===== config.mk =====
export PLATFORM = sky130hd
export DESIGN_NAME = prefix_mag_cmp
export DESIGN_NICKNAME = d
export VERILOG_FILES = /design/src/rtl/prefix_cmp_pkg.sv /design/src/rtl/pfx_kill_ctrl.sv /design/src/rtl/pfx_bus_dp.sv /design/src/rtl/pfx_or_tree.sv /design/src/rtl/pfx_decide.sv /design/src/rtl/prefix_mag_cmp.sv
export SDC_FILE = /design/constraint.sdc
export NUM_CORES = 1
export LEC_CHECK = 0
export BUFFER_PORTS_ARGS = -buffer_cell sky130_fd_sc_hd__buf_2
export CORE_MARGIN = 1.5
export CORE_UTILIZATION = 40
export DETAILED_ROUTE_END_ITERATION = 12
export PLACE_DENSITY = 0.9
export SYNTH_ARGS = -nofsm -noshare
export SYNTH_HDL_FRONTEND = slang
export SYNTH_HIERARCHICAL = 1
export SYNTH_SLANG_ARGS = --single-unit

===== constraint.sdc =====
create_clock -name vclk -period 10
set_clock_uncertainty 0.05 [all_clocks]
set_input_delay 2 -clock vclk [all_inputs]
set_output_delay 2 -clock vclk [all_outputs]
set_load 0.05 [all_outputs]

===== src/rtl/prefix_cmp_pkg.sv =====
package prefix_cmp_pkg;

  // Bits per prefix group; bounds the fan-in of every OR gate in the tree.
  localparam int GRP_BITS = 4;

  // Decision flags handed from the decision stage to the top.
  typedef struct packed {
    logic eq;
    logic gt;
    logic lt;
  } cmpFlags_t;

endpackage


===== src/rtl/pfx_kill_ctrl.sv =====
// Control half: builds the per-bit select strobe that is true only at the
// highest differing position (difference here, none above).
module pfx_kill_ctrl
  import prefix_cmp_pkg::*;
#(
  parameter int WIDTH = 32
) (
  input  logic [WIDTH-1:0] diff,
  output logic [WIDTH-1:0] selFirst
);

  localparam int NG = WIDTH / GRP_BITS;
  localparam int LV = (NG > 1) ? $clog2(NG) : 0;

  // scan level l, group g: any difference in groups g+1 .. g+2^l
  logic [(LV+1)*NG-1:0] scan;
  logic [WIDTH-1:0]     inAbove;

  generate
    if (WIDTH % GRP_BITS != 0) begin : g_bad_width
      $error("prefix comparator WIDTH must be a multiple of 4");
    end

    // Seed: each group sees the OR of the group directly above it.
    for (genvar g = 0; g < NG; g++) begin : g_seed
      if (g < NG - 1) begin : g_hi
        assign scan[g] = |diff[GRP_BITS*(g+1) +: GRP_BITS];
      end else begin : g_top
        assign scan[g] = 1'b0;
      end
    end

    // Logarithmic suffix scan across groups, fan-in two per node.
    for (genvar l = 0; l < LV; l++) begin : g_lvl
      for (genvar g = 0; g < NG; g++) begin : g_node
        if (g + (1 << l) < NG) begin : g_pair
          assign scan[(l+1)*NG + g] = scan[l*NG + g] | scan[l*NG + g + (1 << l)];
        end else begin : g_pass
          assign scan[(l+1)*NG + g] = scan[l*NG + g];
        end
      end
    end

    // Inside each group: OR of the more significant bits of that group.
    for (genvar g = 0; g < NG; g++) begin : g_grp
      for (genvar i = 0; i < GRP_BITS; i++) begin : g_bit
        localparam int K = g*GRP_BITS + i;
        if (i == GRP_BITS - 1) begin : g_msb
          assign inAbove[K] = 1'b0;
        end else begin : g_rest
          assign inAbove[K] = |diff[g*GRP_BITS + GRP_BITS - 1 : K + 1];
        end
        assign selFirst[K] = diff[K] & ~inAbove[K] & ~scan[LV*NG + g];
      end
    end
  endgenerate

endmodule


===== src/rtl/pfx_bus_dp.sv =====
// Datapath half: bit differences and the per-bit 2:1 muxes onto the buses.
module pfx_bus_dp #(
  parameter int WIDTH = 32
) (
  input  logic [WIDTH-1:0] opA,
  input  logic [WIDTH-1:0] opB,
  input  logic [WIDTH-1:0] selFirst,
  output logic [WIDTH-1:0] diff,
  output logic [WIDTH-1:0] leftBus,
  output logic [WIDTH-1:0] rightBus
);

  assign diff = opA ^ opB;

  generate
    for (genvar k = 0; k < WIDTH; k++) begin : g_mux
      // One input is the operand pair, the other the constant pair 00.
      assign leftBus[k]  = selFirst[k] ? opA[k] : 1'b0;
      assign rightBus[k] = selFirst[k] ? opB[k] : 1'b0;
    end
  endgenerate

endmodule


===== src/rtl/pfx_or_tree.sv =====
// Bounded fan-in OR reduction: four-bit groups, then a binary tree.
module pfx_or_tree
  import prefix_cmp_pkg::*;
#(
  parameter int W = 32
) (
  input  logic [W-1:0] bits,
  output logic         any
);

  localparam int NG = W / GRP_BITS;
  localparam int LV = (NG > 1) ? $clog2(NG) : 0;

  function automatic int nodesAt(input int l);
    return (NG + (1 << l) - 1) >> l;
  endfunction

  generate
    for (genvar l = 0; l <= LV; l++) begin : g_lvl
      logic [nodesAt(l)-1:0] node;
      if (l == 0) begin : g_base
        for (genvar g = 0; g < NG; g++) begin : g_leaf
          assign node[g] = |bits[GRP_BITS*g +: GRP_BITS];
        end
      end else begin : g_up
        for (genvar g = 0; g < nodesAt(l); g++) begin : g_node
          if (2*g + 1 < nodesAt(l-1)) begin : g_pair
            assign node[g] = g_lvl[l-1].node[2*g] | g_lvl[l-1].node[2*g+1];
          end else begin : g_pass
            assign node[g] = g_lvl[l-1].node[2*g];
          end
        end
      end
    end
  endgenerate

  assign any = g_lvl[LV].node[0];

endmodule


===== src/rtl/pfx_decide.sv =====
// Decision stage: separate OR networks over the two buses.
module pfx_decide
  import prefix_cmp_pkg::*;
#(
  parameter int WIDTH = 32
) (
  input  logic [WIDTH-1:0] leftBus,
  input  logic [WIDTH-1:0] rightBus,
  output cmpFlags_t        flags
);

  logic leftAny;
  logic rightAny;

  pfx_or_tree #(.W(WIDTH)) u_orLeft  (.bits(leftBus),  .any(leftAny));
  pfx_or_tree #(.W(WIDTH)) u_orRight (.bits(rightBus), .any(rightAny));

  assign flags.gt = leftAny;
  assign flags.lt = rightAny;
  assign flags.eq = ~(leftAny | rightAny);

endmodule


===== src/rtl/prefix_mag_cmp.sv =====
module prefix_mag_cmp
  import prefix_cmp_pkg::*;
#(
  parameter int WIDTH = 32
) (
  input  logic [WIDTH-1:0] opA,
  input  logic [WIDTH-1:0] opB,
  output logic             aEqB,
  output logic             aGtB,
  output logic             aLtB,
  output logic [WIDTH-1:0] leftBus,
  output logic [WIDTH-1:0] rightBus
);

  logic [WIDTH-1:0] diff;
  logic [WIDTH-1:0] selFirst;
  cmpFlags_t        flags;

  pfx_bus_dp #(.WIDTH(WIDTH)) u_dp (
    .opA      (opA),
    .opB      (opB),
    .selFirst (selFirst),
    .diff     (diff),
    .leftBus  (leftBus),
    .rightBus (rightBus)
  );

  pfx_kill_ctrl #(.WIDTH(WIDTH)) u_ctrl (
    .diff     (diff),
    .selFirst (selFirst)
  );

  pfx_decide #(.WIDTH(WIDTH)) u_dec (
    .leftBus  (leftBus),
    .rightBus (rightBus),
    .flags    (flags)
  );

  assign aEqB = flags.eq;
  assign aGtB = flags.gt;
  assign aLtB = flags.lt;

endmodule


==> qor.csv <==
metric,value,unit
crit share post-route,71.03,%
most common cell in the netlist,and2_1,
post-route minimum period,7103,ps
# IOs,131,
area share of the largest cell type after synthesis,31.71,%
post-detail-place hpwl,4088,um
nets,387,
drt first-iter violations,108,
port buffer count,131,
placement row count,20,
sequential cell count,0,
via count of the routed design,1877,
Total GRT Usage,24.18,%
Post-CTS Setup Inserts,0,
RSZ-0062 raised after global routing,false,
Antenna Cells,0,
PwrDens,35.09,mW/mm2
grt met1 use,27.79,%
syn_area_per_cell,6.441,um2
cell leakage power,1.126,nW
worst min path class,input pin to output port,
Clock buffer cells,0,
"critical path fanouts, max",17,
hold path endpoint,leftBus[31],
Area Growth Syn to Fin,52.92,%
Die Height,59.18,um
first-pass GRT wire length,6865,um
Worst Max-Slew Pin Slew,767.3,ps
CP Data Required Time,7950,ps
Ys Warns,6,
average wire per standard cell,12.37,um
WHS,4397,ps
number of max-cap violations,0,
gate count of the mapped netlist,196,
TNS Setup,0,ps
Post-Route WL,4514,um
number of distinct library cells after synthesis,26,
worst path arrival time,5050,ps
area of the multi-input gates,0.001179,mm2
Post-route DRC,0,
final slew viol count,0,
first-pass iteration count of the detailed router,4,
cts hold-fix bufs,0,
die area,0.003502,mm2
Synth area leaders,"and2_1 (32%), xor2_1 (22%), nor4_1 (12%)",
grt ovf,0,
Peak Freq,140.8,MHz
synth cell count leaders,"and2_1 (64), xor2_1 (32), nor4_1 (24), nor3_1 (12), inv_1 (11)",
Post-Syn Area,0.001262,mm2
met2 GRT Util,48.67,%
routability cong.,0.8360,
Vias/cell,5.142,
layout cells sized above 1,42.37,%
Syn Nets,260,
VDD IR-drop max,19.17,uV
initial antenna violation count,0,
Setup crit start kind,input pin,
Top Usage Layer GRT,met2,
post-synthesis sequential area ratio,0,%
vias in the first global route,1664,
Final Instance Area,0.001931,mm2
hold path start,opA[31],
"area leader, netlist",and2_1,
Initial Utilization,41.69,%
hold path depth,3,
dpl cell area,0.001931,mm2
Die Wd,59.18,um
final-layout fill cell count,279,
core footprint,0.003028,mm2
Routed Antenna Nets,0,
M3 GR Usage,2.183,%
Post-CTS Resized,0,
register area,0,um2
"Hold Vio Cnt, Final",0,
largest net degree at the start of global routing,18,
Crit. End Element,output port,
Slew Limit Headroom,48.37,%
Setup-failing EPs final,0,
status,finished clean,
Setup CP Type,input pin to output port,
## final cells by class
type | instances | area share [%]
multi-input cells | 179 | 61.05
repair buffers | 131 | 33.96
well taps | 44 | 2.852
inverters | 11 | 2.139
## report_power, final
| group | switching [mW] | total (mW) | internal (mW) |
|---|---|---|---|
| Sequential | 0 | 0 | 0 |
| Clock | 0 | 0 | 0 |
| Combinational | 0.0433 | 0.0677 | 0.0245 |
## layer usage
metal  wire length, um  share of wire, %
met1              1766                39
met2              2356                52
met3               357               7.9
met4                34              0.75
met5                 0                 0
## worst max path at each step
stage            start    to  slack [ps]  depth (start not counted)
5_1_grt        opA[29]  aLtB        2440                         10
2_1_floorplan  opB[17]  aEqB        3240                         11
4_1_cts        opA[29]  aGtB        2910                         10
6_report       opA[29]  aGtB        2900                         10
3_5_place_dp   opB[31]  aGtB        2900                         10
3_3_place_gp   opB[31]  aGtB        2980                         10
## metrics by stage
step                worst slack (ps)  power (mW)  util, %  std cells
detailed placement              2903     0.06724    63.76        365
global route                    2439     0.07404    63.76        365
CTS                             2906     0.06756    63.76        365
finish                          2897     0.06774    63.76        365
global placement                2984     0.06582    63.76        365
floorplan                       3238     0.04408        -        196
## placed cells by master (no fill, tap or decap), types with 5 or more instances in the layout
cell type and instances:
nor4_1 24, nand4_1 5, xor2_1 32, and2_1 64, nand2_1 8, nor2_1 9
buf_2 131, inv_1 11, nor3_1 12
## logic make-up after synthesis
group / share of synthesized area (%)
XOR/XNOR: 22.20
buffers and inverters: 6.639
AND/OR/NAND/NOR: 71.16
## critical path, stage by stage
cell	delay, ps
buf_2	110
xor2_1	180
nor4_1	700
nand4_1	740
nor4b_1	560
and2_1	210
nor4_1	60
nand4_1	100
or2_1	130
buf_2	260
No activity file was read; power rests on OpenSTA's default activity.
